==> config.mk <==
export PLATFORM = sky130hd
export DESIGN_NAME = audio_serial_tx
export DESIGN_NICKNAME = d
export VERILOG_FILES = /design/src/rtl/ast_pkg.sv /design/src/rtl/ast_sync.sv /design/src/rtl/ast_ctrl.sv /design/src/rtl/ast_datapath.sv /design/src/rtl/audio_serial_tx.sv
export SDC_FILE = /design/constraint.sdc
export NUM_CORES = 1
export LEC_CHECK = 0
export ABC_AREA = 1
export BUFFER_PORTS_ARGS = -buffer_cell sky130_fd_sc_hd__buf_4
export CAP_MARGIN = 25
export CORE_MARGIN = 4
export CORE_UTILIZATION = 30
export CTS_CLUSTER_SIZE = 28
export DETAILED_ROUTE_END_ITERATION = 16
export PLACE_DENSITY_LB_ADDON = 0.25
export SLEW_MARGIN = 20
export SYNTH_ARGS = -nofsm -noshare
export SYNTH_HDL_FRONTEND = slang
export SYNTH_SLANG_ARGS = --single-unit
==> constraint.sdc <==
create_clock -name clk -period 2.6 [get_ports clk]
set_input_delay 0.13 -clock clk [delete_from_list [all_inputs] [get_ports clk]]
set_output_delay 0.13 -clock clk [all_outputs]
set_load 0.01 [all_outputs]
==> src/rtl/ast_pkg.sv <==
package ast_pkg;

  // Strobes from control to datapath, valid for one master-clock cycle
  typedef struct packed {
    logic bitStep;     // advance serializer by one bit slot
    logic leftStart;   // this step opens the left half
    logic rightStart;  // this step opens the right half
  } txStrobe_t;

endpackage

==> src/rtl/ast_sync.sv <==
module ast_sync #(
  parameter int WIDTH  = 2,
  parameter int STAGES = 2
) (
  input  logic             clk,
  input  logic             rstN,
  input  logic [WIDTH-1:0] din,
  output logic [WIDTH-1:0] dout
);

  logic [STAGES-1:0][WIDTH-1:0] pipe;

  always_ff @(posedge clk) begin
    if (!rstN) begin
      pipe <= '0;
    end else begin
      pipe[0] <= din;
      for (int i = 1; i < STAGES; i++) begin
        pipe[i] <= pipe[i-1];
      end
    end
  end

  assign dout = pipe[STAGES-1];

endmodule

==> src/rtl/ast_ctrl.sv <==
module ast_ctrl
  import ast_pkg::*;
#(
  parameter int SLOT_W      = 32,
  parameter int DIV_NORMAL  = 4,
  parameter int DIV_DOUBLE  = 2,
  parameter int SYNC_STAGES = 2
) (
  input  logic      clk,
  input  logic      rstN,
  input  logic      isMaster,
  input  logic      isI2s,
  input  logic      dblSpeed,
  input  logic      bclkIn,
  input  logic      lrclkIn,
  output txStrobe_t strobe,
  output logic      bclkOut,
  output logic      lrclkOut
);

  localparam int FRAME_BITS = 2 * SLOT_W;
  localparam int POS_W      = $clog2(FRAME_BITS);
  localparam int DIV_MAX    = (DIV_NORMAL > DIV_DOUBLE) ? DIV_NORMAL : DIV_DOUBLE;
  localparam int DIV_W      = (DIV_MAX > 2) ? $clog2(DIV_MAX) : 1;
  localparam logic [POS_W-1:0] POS_MAX   = '1;
  localparam logic [POS_W-1:0] POS_RIGHT = POS_W'(SLOT_W);

  logic [DIV_W-1:0] divCnt;
  logic [DIV_W-1:0] divLimit;
  logic [DIV_W-1:0] divHalf;
  logic [POS_W-1:0] posQ;
  logic [POS_W-1:0] nextPos;
  logic [1:0]       syncOut;
  logic             bSync;
  logic             lSync;
  logic             bPrev;
  logic             lLast;
  logic             masterStep;
  logic             slaveStep;
  logic             leftLevel;

  // Speed select picks the divider so both speeds give 64 bit clocks per frame
  assign divLimit = dblSpeed ? DIV_W'(DIV_DOUBLE - 1) : DIV_W'(DIV_NORMAL - 1);
  assign divHalf  = dblSpeed ? DIV_W'(DIV_DOUBLE / 2) : DIV_W'(DIV_NORMAL / 2);

  always_ff @(posedge clk) begin
    if (!rstN || !isMaster) begin
      divCnt <= '0;
    end else if (divCnt == divLimit) begin
      divCnt <= '0;
    end else begin
      divCnt <= divCnt + 1'b1;
    end
  end

  // External clocks into the master-clock domain
  ast_sync #(.WIDTH(2), .STAGES(SYNC_STAGES)) u_sync (
    .clk  (clk),
    .rstN (rstN),
    .din  ({bclkIn, lrclkIn}),
    .dout (syncOut)
  );
  assign bSync = syncOut[1];
  assign lSync = syncOut[0];

  always_ff @(posedge clk) begin
    if (!rstN) begin
      bPrev <= 1'b0;
      lLast <= 1'b0;
    end else begin
      bPrev <= bSync;
      if (slaveStep) lLast <= lSync;
    end
  end

  assign leftLevel  = !isI2s;
  assign masterStep = isMaster && (divCnt == divLimit);
  assign slaveStep  = !isMaster && bPrev && !bSync;

  always_comb begin
    strobe  = '0;
    nextPos = posQ;
    if (masterStep) begin
      nextPos           = posQ + 1'b1;
      strobe.bitStep    = 1'b1;
      strobe.leftStart  = (nextPos == '0);
      strobe.rightStart = (nextPos == POS_RIGHT);
    end else if (slaveStep) begin
      strobe.bitStep = 1'b1;
      if (lSync != lLast) begin
        if (lSync == leftLevel) begin
          nextPos          = '0;
          strobe.leftStart = 1'b1;
        end else begin
          nextPos           = POS_RIGHT;
          strobe.rightStart = 1'b1;
        end
      end else if (posQ != POS_MAX) begin
        nextPos = posQ + 1'b1;
      end
    end
  end

  always_ff @(posedge clk) begin
    if (!rstN) begin
      posQ <= POS_MAX;
    end else if (strobe.bitStep) begin
      posQ <= nextPos;
    end
  end

  assign bclkOut  = isMaster && (divCnt >= divHalf);
  assign lrclkOut = isMaster && (posQ[POS_W-1] ? !leftLevel : leftLevel);

  // normal-speed bit clock stays high for two cycles
  p_half_period_r7: assert property (@(posedge clk) disable iff (!rstN)
    (isMaster && !dblSpeed && $rose(bclkOut)) |=> bclkOut ##1 !bclkOut);

  // double-speed bit clock stays high for one cycle
  p_half_period_r8: assert property (@(posedge clk) disable iff (!rstN)
    (isMaster && dblSpeed && $rose(bclkOut)) |=> !bclkOut);

  // frame clock moves only with a falling bit clock
  p_lr_on_fall_r2: assert property (@(posedge clk) disable iff (!rstN)
    (isMaster && !$stable(lrclkOut)) |-> $fell(bclkOut));

endmodule

==> src/rtl/ast_datapath.sv <==
module ast_datapath
  import ast_pkg::*;
#(
  parameter int SAMPLE_W = 24,
  parameter int SLOT_W   = 32
) (
  input  logic                clk,
  input  logic                rstN,
  input  logic                isI2s,
  input  txStrobe_t           strobe,
  input  logic                sampleValid,
  input  logic [SAMPLE_W-1:0] leftIn,
  input  logic [SAMPLE_W-1:0] rightIn,
  output logic                sdata
);

  localparam int SLOT_IDX_W = $clog2(SLOT_W);
  localparam logic [SLOT_IDX_W-1:0] SLOT_LAST = SLOT_IDX_W'(SLOT_W - 1);
  localparam logic [SLOT_IDX_W-1:0] WORD_END  = SLOT_IDX_W'(SAMPLE_W);

  logic [SAMPLE_W-1:0]   pendL, pendR, actL, actR;
  logic [SAMPLE_W-1:0]   word;
  logic [SAMPLE_W-1:0]   shifted;
  logic [SLOT_IDX_W-1:0] slotQ, nxtSlot, delay, kIdx;
  logic                  rightQ, nxtRight, inWindow, bitOut;

  always_comb begin
    if (strobe.leftStart) begin
      nxtSlot  = '0;
      nxtRight = 1'b0;
      word     = pendL;      // new pair goes out from the first left slot
    end else if (strobe.rightStart) begin
      nxtSlot  = '0;
      nxtRight = 1'b1;
      word     = actR;
    end else begin
      nxtSlot  = (slotQ == SLOT_LAST) ? slotQ : slotQ + 1'b1;
      nxtRight = rightQ;
      word     = rightQ ? actR : actL;
    end
    delay    = SLOT_IDX_W'(isI2s);
    kIdx     = nxtSlot - delay;
    inWindow = (nxtSlot >= delay) && (int'(kIdx) < SAMPLE_W);
    shifted  = word << kIdx;
    bitOut   = inWindow && shifted[SAMPLE_W-1];
  end

  always_ff @(posedge clk) begin
    if (!rstN) begin
      pendL  <= '0;
      pendR  <= '0;
      actL   <= '0;
      actR   <= '0;
      slotQ  <= SLOT_LAST;
      rightQ <= 1'b1;
      sdata  <= 1'b0;
    end else begin
      if (sampleValid) begin
        pendL <= leftIn;
        pendR <= rightIn;
      end
      if (strobe.bitStep) begin
        slotQ  <= nxtSlot;
        rightQ <= nxtRight;
        sdata  <= bitOut;
        if (strobe.leftStart) begin
          actL <= pendL;
          actR <= pendR;
        end
      end
    end
  end

  // left-justified left half begins with the held word's MSB
  p_msb_first_r4: assert property (@(posedge clk) disable iff (!rstN)
    (strobe.bitStep && strobe.leftStart && !isI2s) |=> (sdata == $past(pendL[SAMPLE_W-1])));

  // I2S leaves the first slot of each half at zero
  p_i2s_lead_r5: assert property (@(posedge clk) disable iff (!rstN)
    (strobe.bitStep && (strobe.leftStart || strobe.rightStart) && isI2s) |=> !sdata);

  // slots past the word stay at zero
  p_pad_zero_r6: assert property (@(posedge clk) disable iff (!rstN)
    (strobe.bitStep && !strobe.leftStart && !strobe.rightStart && (slotQ >= WORD_END)) |=> !sdata);

endmodule

==> src/rtl/audio_serial_tx.sv <==
module audio_serial_tx
  import ast_pkg::*;
#(
  parameter int SAMPLE_W    = 24,
  parameter int SLOT_W      = 32,
  parameter int DIV_NORMAL  = 4,
  parameter int DIV_DOUBLE  = 2,
  parameter int SYNC_STAGES = 2
) (
  input  logic                clk,
  input  logic                rstN,
  input  logic [1:0]          modeSel,
  input  logic                dblSpeed,
  input  logic                sampleValid,
  input  logic [SAMPLE_W-1:0] leftSample,
  input  logic [SAMPLE_W-1:0] rightSample,
  input  logic                bclkIn,
  input  logic                lrclkIn,
  output logic                sdata,
  output logic                bclkOut,
  output logic                lrclkOut
);

  txStrobe_t strobe;
  logic      isMaster;
  logic      isI2s;

  assign isMaster = modeSel[0];
  assign isI2s    = modeSel[1];

  ast_ctrl #(
    .SLOT_W      (SLOT_W),
    .DIV_NORMAL  (DIV_NORMAL),
    .DIV_DOUBLE  (DIV_DOUBLE),
    .SYNC_STAGES (SYNC_STAGES)
  ) u_ctrl (
    .clk      (clk),
    .rstN     (rstN),
    .isMaster (isMaster),
    .isI2s    (isI2s),
    .dblSpeed (dblSpeed),
    .bclkIn   (bclkIn),
    .lrclkIn  (lrclkIn),
    .strobe   (strobe),
    .bclkOut  (bclkOut),
    .lrclkOut (lrclkOut)
  );

  ast_datapath #(
    .SAMPLE_W (SAMPLE_W),
    .SLOT_W   (SLOT_W)
  ) u_dp (
    .clk         (clk),
    .rstN        (rstN),
    .isI2s       (isI2s),
    .strobe      (strobe),
    .sampleValid (sampleValid),
    .leftIn      (leftSample),
    .rightIn     (rightSample),
    .sdata       (sdata)
  );

  // in master modes the data line moves only on a falling bit clock
  p_sdata_on_fall_r7: assert property (@(posedge clk) disable iff (!rstN)
    (isMaster && !$stable(sdata)) |-> $fell(bclkOut));

endmodule

After elaboration in Yosys (flattened, before gate mapping)
Index checks and enable logic that the tools add are counted.
- logic and storage cells: 68
- input port bits: 56
- output and inout port bits: 3
- register bits after elaboration: 117
- shift operators: 1
- multiplexer cells: 21
- reductions and logical operators: 20
- $add $sub $neg: 4
- equality and inequality tests: 6
- magnitude comparators: 3
- operators with widths (cell ; number):
    $mux 24 ; 3
    $mux 6 ; 5
    $shl 24x5->24 ; 1
    $mux 5 ; 3
    $logic_and 1x1->1 ; 7
    $add 6x1->6 const B ; 1
    $eq 6x6->1 const B ; 1
    $logic_not 6->1 ; 1
    $mux 2 ; 3
    $mux 3 ; 2
    $ne 6x6->1 const B ; 1
    $add 5x1->5 const B ; 1
    $eq 5x5->1 const B ; 1
    $ge 5x1->1 ; 1
    $lt 5x5->1 const B ; 1
    $mux 1 ; 5
    $sub 5x1->5 ; 1
    $logic_not 1->1 ; 4
    $reduce_and 2->1 ; 2
    $reduce_bool 2->1 ; 2
    $reduce_and 3->1 ; 1
    $reduce_bool 3->1 ; 1
    $add 2x1->2 const B ; 1
    $eq 2x2->1 ; 1
    other kinds (5) ; 5

Depth between registers and ports, before layout
Gate-level depths: netlist of run 1.
- depth after elaboration: 12
- depth in mapped cells: 22

Modules after synthesis
From an unflattened synthesis of run 1, not the netlist that was laid out.
- cell total of the unflattened synthesis: 781
- area total of the unflattened synthesis: 5337.6 sq um
- by module, submodules not included (module ; cells an instance ; times used ; area an instance (sq um)):
    ast_datapath ; 664 ; 1 ; 4536.9
    ast_ctrl ; 103 ; 1 ; 675.6
    ast_sync ; 14 ; 1 ; 125.1

Least setup slack after synthesis of run 1
OpenSTA, ideal clock, no wires.
- path kind: reg-to-reg
- start: register u_ctrl.posQ[1]
- end: register u_dp.sdata
- stages on the path, launching flop included: 22
- data arrival time: 2.518 ns
- path buffers: 1
- setup slack: 0.012 ns
- period minus slack after synthesis: 2.588 ns
- path through: dfxtp_1 -> ha_1 -> nand2_2 -> nor2_2 -> nand2_1 -> nand2_2 -> nor2_4 -> nand2_2 -> nand2_2 -> nor2_4 -> nand3_1 -> ha_1 -> inv_1 -> buf_2 -> a21oi_1 -> nand2_1 -> nand3_1 -> nand3_1 -> nand2_1 -> a21oi_1 -> nand3_1 -> a21oi_1
- word-level cells in the longest chain between the ends: 9
- elaborated cells between the ends (all ways): 14
- those cells by class: add/sub (2); order compare (2); eq/ne (1); shift (1); mux (5); reduce/logical (3)
- ends and longest elaborated chain (element ; line ; RTL):
    start, declared ; ast_ctrl.sv:31 ; logic [POS_W-1:0] posQ;
    start signal, assigned ; ast_ctrl.sv:108 ; posQ <= nextPos;
    $add 6x1->6 * ; ast_ctrl.sv:84 ; nextPos = posQ + 1'b1;
    $eq 6x6->1 ; ast_ctrl.sv:87 ; strobe.rightStart = (nextPos == POS_RIGHT);
    $mux 3 * ; ast_ctrl.sv:83 ; if (masterStep) begin
    $mux 5 ; ast_datapath.sv:32 ; end else if (strobe.rightStart) begin
    $mux 5 ; ast_datapath.sv:28 ; if (strobe.leftStart) begin
    $sub 5x1->5 ; ast_datapath.sv:42 ; kIdx = nxtSlot - delay;
    $lt 5x5->1 ; ast_datapath.sv:43 ; inWindow = (nxtSlot >= delay) && (int'(kIdx) < SAMPLE_W);
    $logic_and 1x1->1 ; ast_datapath.sv:43 ;
    $logic_and 1x1->1 * ; ast_datapath.sv:45 ; bitOut = inWindow && shifted[SAMPLE_W-1];
    end signal, assigned ; ast_datapath.sv:65 ; sdata <= bitOut;
    end, declared ; ast_datapath.sv:14 ; output logic sdata
Mark *: on every way between the ends. The rest lies on a longest branch, timed or not.
A chain may end at the register's enable or synchronous reset.

Final worst setup path of run 1
- start: register u_ctrl.divCnt[1]
- end: register u_dp.sdata
- word-level cells in the longest chain between the ends: 9
- elaborated cells between the ends (all ways): 13
- those cells by class: add/sub (1); order compare (2); eq/ne (1); shift (1); mux (5); reduce/logical (3)
- ends and longest elaborated chain (element ; line ; RTL):
    start, declared ; ast_ctrl.sv:28 ; logic [DIV_W-1:0] divCnt;
    start signal, assigned ; ast_ctrl.sv:52 ; divCnt <= divCnt + 1'b1;
    $eq 2x2->1 * ; ast_ctrl.sv:77 ; assign masterStep = isMaster && (divCnt == divLimit);
    $logic_and 1x1->1 * ; ast_ctrl.sv:77 ;
    $mux 3 * ; ast_ctrl.sv:83 ;
    $mux 5 ; ast_datapath.sv:32 ;
    $mux 5 ; ast_datapath.sv:28 ;
    $sub 5x1->5 ; ast_datapath.sv:42 ;
    $lt 5x5->1 ; ast_datapath.sv:43 ;
    $logic_and 1x1->1 ; ast_datapath.sv:43 ;
    $logic_and 1x1->1 ; ast_datapath.sv:45 ;
Marks and branches as above.

==> results of run 1 <==
## final timing paths
check / startpoint / endpoint / slack (ns) / depth (start not counted)
setup reg to reg: u_ctrl.divCnt[1]$_SDFF_PP0_ / u_dp.sdata$_SDFFE_PN0P_ / -0.01 / 20
hold / removal: rightSample[4] / u_dp.pendR[4]$_SDFFE_PN0P_ / 0.009 / 3
setup / recovery: u_ctrl.divCnt[1]$_SDFF_PP0_ / u_dp.sdata$_SDFFE_PN0P_ / -0.01 / 20
hold reg to reg: u_ctrl.u_sync.pipe[1]$_SDFF_PN0_ / u_ctrl.u_sync.dout[1]$_SDFF_PN0_ / 0.43 / 2
## cells by family after synthesis
family | share of synthesized area (%)
xor gates and xnor gates | 0.648
and+or+nand+nor | 28.4
adders and majority gates | 1.16
buffers and inverters | 7.81
DFF | 43.3
AOI/OAI and AO/OA | 18.7
## cells in the final DEF (no fill, tap or decap), types with 4 or more instances in the layout
cell type,n
inv_6,5
o21ai_0,80
o211ai_1,9
nand2_2,7
dfxtp_1,113
nand3_1,41
inv_1,51
nor2_1,118
nand2_1,179
a21oi_1,72
nor2_2,6
clkbuf_16,18
dlygate4sd3_1,47
a21oi_2,8
nand2_4,4
inv_2,5
a211oi_1,7
buf_12,4
buf_4,94
## through the flow
| step | power (mW) | setup TNS (ns) |
|---|---|---|
| 2_1_floorplan | 2.46 | 0 |
| 3_3_place_gp | 2.73 | -0.0378 |
| 3_5_place_dp | 2.73 | -0.109 |
| 4_1_cts | 5.16 | 0 |
| 5_1_grt | 5.45 | -0.210 |
| 6_report | 5.20 | -0.0132 |
## registers in the layout, indices dropped and copies added (netlist names)
name / flops
u_dp.pendR: 24
u_dp.actL: 24
u_dp.slotQ: 5
u_ctrl.lLast: 1
u_ctrl.u_sync.dout: 2
u_ctrl.u_sync.pipe: 2
u_dp.actR: 24
u_ctrl.divCnt: 2
u_ctrl.posQ: 6
u_dp.sdata: 1
u_dp.rightQ: 1
u_ctrl.bPrev: 1
u_dp.pendL: 24
## timing repair
item / CTS / global route
buffers inserted: 1 / 10
endpoints found under the setup margin: 1 / 1
gates resized for setup: 11 / 27
gates cloned: 1 / 1
hold buffers: 47 / 0
endpoints found under the hold margin: 47 / 0
pin swaps: 1 / 21
## power breakdown
group / leakage (nW) / switching [mW] / internal, mW
clock: 0.281 / 0.883 / 1.45
combinational: 2.08 / 0.514 / 0.431
sequential: 0.958 / 0.0562 / 1.87
## routing by layer
metal  part of all wire [%]  vias to the layer above
li1                       -                     2819
met1                     49                     2446
met2                     45                      111
met3                    3.9                       22
met4                    1.9                        0
met5                      0                        -
## layout make-up
cell class | count | area [um2] | area share, %
clock buffer | 19 | 443 | 5.85
multi-input combinational | 568 | 2770 | 36.5
clock inverter | 13 | 145 | 1.92
inverter | 59 | 226 | 2.99
sequential | 117 | 2350 | 31.1
tap | 225 | 282 | 3.72
timing repair buffer | 149 | 1350 | 17.9
## worst register-to-register path: stages, from the launching register on
cell     delay (ns)
dfxtp_2        0.33
ha_4           0.26
nand3_2        0.06
nor2_1         0.12
nand3_1        0.14
nor2_4         0.18
nand2_2        0.09
nand2_4        0.10
nor2_4         0.04
nand3_2        0.08
ha_4           0.23
inv_4          0.08
buf_12         0.12
a21oi_1        0.04
nand2_1        0.09
nand3_1        0.08
nand3_1        0.07
nand2_1        0.07
a21oi_2        0.13
nand3_1        0.08
a21oi_1        0.13
==> flow_summary.yaml, run 1 <==
cts:
  clockRootBuffer: "clkbuf_16"
  cts_buffers: 17
  cts_buffer_depth: 2
  clk_latency_ns: 0.42
  cts_sinks: 117
  htreeDepth: 4
  cts_tree: "built"
  clk_pin_slew_worst_paths_ns: 0.06
global_route:
  grtUsageTotal_pct: 15.5
  grt_pass1_vias: 5305
  grt_pass1_wl_um: 25500
  grt_max_degree: 69
  grt_overflow: 0
  antenna_found_initial: 0
  use_met2_pct: 24.6
  busiest_layer: "met2"
  grt_use_met1_pct: 20.8
  gr-usage-met3_pct: 3.26
floorplanning:
  io_pins: 59
  die_h_um: 142
  start_util_pct: 31.0
  rows: 48
  dieArea_um2: 20300
  core_um2: 17500
  fp.dieW_um: 142
timing:
  hold_violations: 0
  fin_skew_ns: 0.00992
  fin_crit_sh_pct: 101
  fin_crit_ns: 2.61
  worst_pin_slew_ns: 0.837
  finalWorstSetupSlack_ns: -0.0132
  setup_viol: 1
  maxSlewHeadroom_pct: 44.2
  rsz0062_at_grt: "yes"
  final_max_slew_viol_count: 0
  clock.fmax_mhz: 383
  fin_hold_ws_ns: 0.00882
drt:
  vias: 5398
  firstDrtPassIters: 5
  routed_wirelength_um: 15100
  via_per_inst: 4.69
  ant_nets: 0
  drc: 0
  wire_per_inst_um: 13.2
  drt_first_iter_violations: 306
run_status:
  violations: "negative setup slack"
  status: "finished, violations left"
setup_path:
  cp-end-kind: "flop"
  slowest_stage: "dfxtp_2"
  arrival_ns: 2.95
  start_kind: "flop"
  cp_slowest_stage_delay_ns: 0.33
  crit_buf_inv: 2
  path_cells: "ha_4 > nand3_2 > nor2_1 > nand3_1 > nor2_4 > nand2_2 > nand2_4 > nor2_4 > nand3_2 > ha_4 > inv_4 > buf_12 > a21oi_1 > nand2_1 > nand3_1 > nand3_1 > nand2_1 > a21oi_2 > nand3_1 > a21oi_1"
  worstPathMaxFanout: 7
  cpMostUsedCell: "nand3_1"
  crit_family: "simple AND/OR/NAND/NOR gates"
  crit_type: "flop to flop"
  cp.required_ns: 2.94
yosys:
  synthesis.nets: 848
  synth_cell_types: 39
  synth_cells: 787
  yosys-top-cells-count: "nand2_1 (182), nor2_1 (121), dfxtp_1 (117)"
  netlist_area_um2: 5410
  yosysSeqAreaShare_pct: 43.3
  ys.flop_type: "dfxtp_1"
  ys_ff_latch: 117
  postSynthAreaPerCell_um2: 6.88
  post-synth-top-count-cell: "nand2_1"
  synth_warnings: 0
  async_flop_share_pct: 0
  synth.largest_area_cell: "dfxtp_1"
  synth_top_area_share_pct: 43.3
  synth_edf_count: 0
  synth_area_leaders: "dfxtp_1 (43%), nand2_1 (13%), nor2_1 (8.4%)"
flow_run:
  drv_cap: 0
place:
  gp_congestion: 0.864
  dpl.cell_count: 1058
  place_area_um2: 6220
  port_buffers: 58
  place_ws_ns: -0.109
  hpwlAfterDp_um: 9760
min_path:
  hold_class: "input port to flop"
layout:
  fin_util_pct: 43.3
  post_route_cells_drive_above_1_share_pct: 20.0
  final_nets: 973
  final_area_um2: 7570
  num_antenna_cells: 0
  fillers: 1785
  final_cells: 1150
  area_delta_synth_final_pct: 39.9
pwr:
  power.density_nw_per_um2: 688
  vdd_drop_max_uv: 541
  p_leak_nw: 3.32
No activity file was read; power rests on OpenSTA's default activity.
==> inputs of run 2 (changes only) <==
--- a/config.mk
+++ b/config.mk
@@ -13,6 +13,7 @@
 export CTS_CLUSTER_SIZE = 28
 export DETAILED_ROUTE_END_ITERATION = 16
 export PLACE_DENSITY_LB_ADDON = 0.25
+export REMOVE_ABC_BUFFERS = 1
 export SLEW_MARGIN = 20
 export SYNTH_ARGS = -nofsm -noshare
 export SYNTH_HDL_FRONTEND = slang
==> flow_summary.yaml, run 2 (synthesized netlist as in run 1, its figures left out) <==
place:
  hpwlAfterDp_um: 9470
  gp_congestion: 0.794
  port_buffers: 58
min_path:
  hold_class: "input port to flop"
timing:
  rsz0062_at_grt: "yes"
  worst_pin_slew_ns: 0.641
  hold_violations: 0
  timing.setup.tns_ns: 0
  setup_viol: 0
  fin_crit_ns: 2.54
  fin_skew_ns: 0.00775
  fin_crit_sh_pct: 97.5
  clock.fmax_mhz: 394
  final_max_slew_viol_count: 0
  maxSlewHeadroom_pct: 57.3
setup_path:
  arrival_ns: 2.89
  slowest_stage: "dfxtp_2"
  cp.required_ns: 2.95
  cp-end-kind: "flop"
  start_kind: "flop"
  path_cells: "ha_4 > nand2_4 > nor2_4 > nand2_1 > nand2_2 > nor2_4 > nand2_2 > nand2_4 > nor2_4 > nand3_2 > ha_4 > clkbuf_16 > a21oi_1 > nand2_1 > nand3_1 > nand3_1 > nand3b_1 > nand2_1 > nand3_2 > a21oi_2"
  worstPathMaxFanout: 4
  cp_slowest_stage_delay_ns: 0.36
  crit_type: "flop to flop"
floorplanning:
  io_pins: 59
  core_um2: 17500
  die_h_um: 142
  rows: 48
  start_util_pct: 31.0
  dieArea_um2: 20300
  fp.dieW_um: 142
pwr:
  vdd_drop_max_uv: 492
  power.density_nw_per_um2: 680
  switching_share_pct: 27.3
  p_int_mw: 3.81
  p_leak_nw: 3.36
  power.share.clock_pct: 44.6
  fin_total_pwr_mw: 5.24
  switchingPower_mw: 1.43
  pwr-share-comb_pct: 18.7
  p_seq_share_pct: 36.8
global_route:
  grt_overflow: 0
  grtUsageTotal_pct: 14.5
  grt_max_degree: 69
  grt_pass1_vias: 5021
  antenna_found_initial: 0
  grt_pass1_wl_um: 24100
drt:
  drc: 0
  via_per_inst: 4.61
  ant_nets: 0
  firstDrtPassIters: 4
  wire_per_inst_um: 12.7
  vias: 5341
  routed_wirelength_um: 14700
  drt_first_iter_violations: 338
layout:
  layout_common_cells: "nand2_1 (178), nor2_1 (117), dfxtp_1 (111), buf_4 (95), o21ai_0 (80)"
  num_antenna_cells: 0
  post_route_cells_drive_above_1_share_pct: 21.8
  final_nets: 981
  final_common_cell: "nand2_1"
  area_delta_synth_final_pct: 42.4
cts:
  clk_pin_slew_worst_paths_ns: 0.06
  cts_buffers: 17
  htreeDepth: 4
  cts_sinks: 117
  cts_buffer_depth: 2
  clk_latency_ns: 0.42
  cts_tree: "built"
  clockRootBuffer: "clkbuf_16"
run_status:
  status: "finished clean"
flow_run:
  drv_cap: 0
==> run 2: cell count changes in the layout (fill, tap and decap cells not counted), sizes merged <==
cell,previous run,this run
buf,100,107
inv,63,59
clkbuf,20,23
clkinv,4,6
bufbuf,1,0
clkinvlp,3,4
==> run 2: power groups by stage <==
stage | Clock (mW) | Combinational [mW] | Sequential [mW]
floorplan | 0 | 0.476 | 1.95
global placement | 0 | 0.802 | 1.96
detailed placement | 0 | 0.808 | 1.96
CTS | 2.38 | 0.891 | 1.92
global route | 2.46 | 1.10 | 1.93
finish | 2.33 | 0.978 | 1.93
==> run 2: layout make-up <==
cell class,instances,area [um2]
Fill cell,1783,9770
Clock buffer,20,467
Multi-Input combinational cell,568,2820
Tap cell,225,282
Inverter,59,229
Timing Repair Buffer,157,1430
Sequential cell,117,2350
Clock inverter,12,128
==> run 2: worst paths after layout <==
check	cells after the start	startpoint	endpoint	slack, ns
worst max-delay path	20	u_ctrl.posQ[1]$_SDFFE_PN1P_	u_dp.sdata$_SDFFE_PN0P_	0.06
worst min-delay path	3	rightSample[1]	u_dp.pendR[1]$_SDFFE_PN0P_	0.01
worst max register to register	20	u_ctrl.posQ[1]$_SDFFE_PN1P_	u_dp.sdata$_SDFFE_PN0P_	0.06
worst min register to register	2	u_ctrl.u_sync.pipe[1]$_SDFF_PN0_	u_ctrl.u_sync.dout[1]$_SDFF_PN0_	0.41
==> run 2: timing repair <==
action	4_1_cts	5_1_grt
endpoints found under the setup margin	1	1
endpoints found under the hold margin	47	0
hold buffers	47	0
pin swaps	1	32
resized for setup	11	53
setup buffers	1	6
cloned	0	3
==> run 2: per-layer routing <==
layer,vias up,GRT usage [%],wire [um]
met1,2432,19.3,7210
li1,2823,-,-
met2,74,23.3,6890
met4,0,5.30,138
met3,12,3.26,480
met5,-,0,0
==> run 2: through the flow <==
step	utilization [%]	hold slack, ns	setup WS (ns)	std cells	instance area [um2]
final	44.1	0.0126	0.0641	1158	7710
after global routing	44.1	0.0241	-0.104	1158	7710
after CTS	42.3	0.00260	0.00120	1150	7400
after detailed placement	35.9	0.316	-0.0318	1070	6270
after global placement	35.9	0.317	0.0354	1070	6270
after floorplan	-	0.214	-0.577	744	5210
==> run 2: critical path, delay by kind of cell (launching register included) <==
family          cells  cell delay, ns
simple gates       15            1.29
fa+ha+maj           2            0.51
compound gates      2            0.15
buf+inv             1            0.16
flops               1            0.36
==> inputs of run 3 (changes only) <==
--- a/config.mk
+++ b/config.mk
@@ -17,4 +17,5 @@
 export SLEW_MARGIN = 20
 export SYNTH_ARGS = -nofsm -noshare
 export SYNTH_HDL_FRONTEND = slang
+export SYNTH_HIERARCHICAL = 1
 export SYNTH_SLANG_ARGS = --single-unit
==> flow_summary.yaml, run 3 <==
yosys:
  synth_edf_count: 0
  ys.flop_type: "dfxtp_1"
  synth_warnings: 6
  synth_area_leaders: "dfxtp_1 (44%), nor2_1 (12%), nand2_1 (11%)"
  synth_top_area_share_pct: 43.9
  async_flop_share_pct: 0
  post-synth-top-count-cell: "nor2_1"
  synth_cell_types: 34
  yosysSeqAreaShare_pct: 43.9
  netlist_area_um2: 5340
  ys_ff_latch: 117
  postSynthAreaPerCell_um2: 6.83
  synth.largest_area_cell: "dfxtp_1"
  yosys-top-cells-count: "nor2_1 (169), nand2_1 (156), dfxtp_1 (117)"
  synth_cells: 781
setup_path:
  cp.required_ns: 2.95
  start_kind: "flop"
  cp_slowest_stage_delay_ns: 0.37
  crit_family: "simple AND/OR/NAND/NOR gates"
  path_cells: "ha_4 > nand3_4 > nand2_2 > o21ai_2 > nand2_1 > nor2_2 > nand2_1 > nand2_2 > nor2_4 > o21ai_2 > a21o_1 > ha_4 > inv_2 > buf_4 > nand3_1 > nand2_1 > nand2_1 > nand2_1 > nand3_1 > nand2_1 > a21oi_2 > nand3_2 > a21oi_2"
  worstPathMaxFanout: 8
  cpMostUsedCell: "nand2_1"
  crit_type: "flop to flop"
  crit_buf_inv: 2
  slowest_stage: "dfxtp_4"
  arrival_ns: 3.03
  cp-end-kind: "flop"
drt:
  vias: 5206
  drc: 0
  routed_wirelength_um: 14100
  ant_nets: 0
  drt_first_iter_violations: 302
  via_per_inst: 4.54
  firstDrtPassIters: 4
  wire_per_inst_um: 12.3
place:
  port_buffers: 58
  place_ws_ns: -0.316
  gp_congestion: 0.862
  hpwlAfterDp_um: 9140
timing:
  fin_crit_ns: 2.67
  rsz0062_at_grt: "yes"
  fin_skew_ns: 0.00924
  clock.fmax_mhz: 374
  final_max_slew_viol_count: 0
  worst_pin_slew_ns: 0.511
  hold_violations: 0
  fin_crit_sh_pct: 103
  setup_viol: 1
  finalWorstSetupSlack_ns: -0.0747
  maxSlewHeadroom_pct: 65.9
min_path:
  hold_class: "input port to flop"
global_route:
  grt_max_degree: 61
  grtUsageTotal_pct: 14.8
  grt_pass1_vias: 5054
  antenna_found_initial: 0
  grt_pass1_wl_um: 24100
  grt_overflow: 0
flow_run:
  drv_cap: 0
layout:
  fin_util_pct: 43.1
  final_nets: 974
  num_antenna_cells: 0
  area_delta_synth_final_pct: 40.0
  final_common_cell: "nor2_1"
  layout_common_cells: "nor2_1 (168), nand2_1 (152), dfxtp_1 (112), o21ai_0 (106), buf_4 (99)"
  post_route_cells_drive_above_1_share_pct: 19.0
floorplanning:
  fp.dieW_um: 141
  die_h_um: 141
  dieArea_um2: 20000
  start_util_pct: 30.8
  rows: 48
  core_um2: 17400
  io_pins: 59
cts:
  cts_tree: "built"
  cts_sinks: 117
  clk_pin_slew_worst_paths_ns: 0.05
  cts_buffer_depth: 2
  cts_buffers: 17
  clk_latency_ns: 0.42
  htreeDepth: 4
  clockRootBuffer: "clkbuf_16"
run_status:
  status: "finished, violations left"
  violations: "negative setup slack"
pwr:
  fin_total_pwr_mw: 5.15
  p_leak_nw: 3.34
  vdd_drop_max_uv: 460
  power.density_nw_per_um2: 690
-- run 3: cells by family (layout without fill, tap and decap cells) --
kind of cell | Yosys count | after routing | synth area share (%)
flip-flops | 117 | 117 | 43.9
buffers and inverters | 95 | 235 | 7.55
AND/OR/NAND/NOR | 383 | 383 | 29.6
adder cells (fa/ha/maj) | 6 | 6 | 1.41
AO/OA/AOI/OAI | 177 | 177 | 17.1
XOR/XNOR | 3 | 3 | 0.492
-- run 3: through the flow --
step | instances | cell area, um2 | hold WS [ns] | TNS, ns
2_1_floorplan | 737 | 5130 | 0.199 | -22.62
3_3_place_gp | 1062 | 6220 | 0.311 | -0.243
3_5_place_dp | 1062 | 6220 | 0.314 | -0.316
4_1_cts | 1140 | 7370 | 0.0161 | -0.0640
5_1_grt | 1146 | 7470 | 0.0349 | -0.294
6_report | 1146 | 7470 | 0.0217 | -0.0747
-- run 3: timing repair --
action,in CTS,in global routing
setup buffers,0,5
hold buffers,49,0
resized for setup,13,14
endpoints found under the hold margin,49,0
pin swaps,2,10
cloned,1,1
endpoints found under the setup margin,1,1
-- run 3: final cells by class --
cell class	count	area, um2
Sequential cell	117	2350
Clock buffer	20	457
Multi-Input combinational cell	569	2680
Clock inverter	8	105
Timing Repair Buffer	156	1400
Tap cell	225	282
Fill cell	1816	9880
Inverter	51	194
-- run 3: final timing paths --
kind	start	endpoint	slack, ns	depth (start not counted)
worst max-delay path	u_ctrl/posQ[1]$_SDFFE_PN1P_	u_dp/sdata$_SDFFE_PN0P_	-0.07	23
worst min-delay path	leftSample[21]	u_dp/pendL[21]$_SDFFE_PN0P_	0.02	3
worst max register to register	u_ctrl/posQ[1]$_SDFFE_PN1P_	u_dp/sdata$_SDFFE_PN0P_	-0.07	23
worst min register to register	u_ctrl/u_sync/pipe[1]$_SDFF_PN0_	u_ctrl/u_sync/dout[1]$_SDFF_PN0_	0.42	2
-- run 3: tightest hold or removal path: stages --
cell and delay (ns):
buf_4 0.08, o21ai_0 0.07, a21oi_1 0.11
-- run 3: where the power goes --
| group | switching [mW] | internal [mW] |
|---|---|---|
| clock network | 0.793 | 1.44 |
| logic | 0.511 | 0.500 |
| registers | 0.0495 | 1.86 |
| total | 1.35 | 3.80 |
-- run 3: layer usage --
layer / wire, um / GRT usage, %
met5: 0 / 0
met4: 143 / 4.29
met3: 487 / 4.15
met2: 6730 / 24.6
met1: 6770 / 18.6
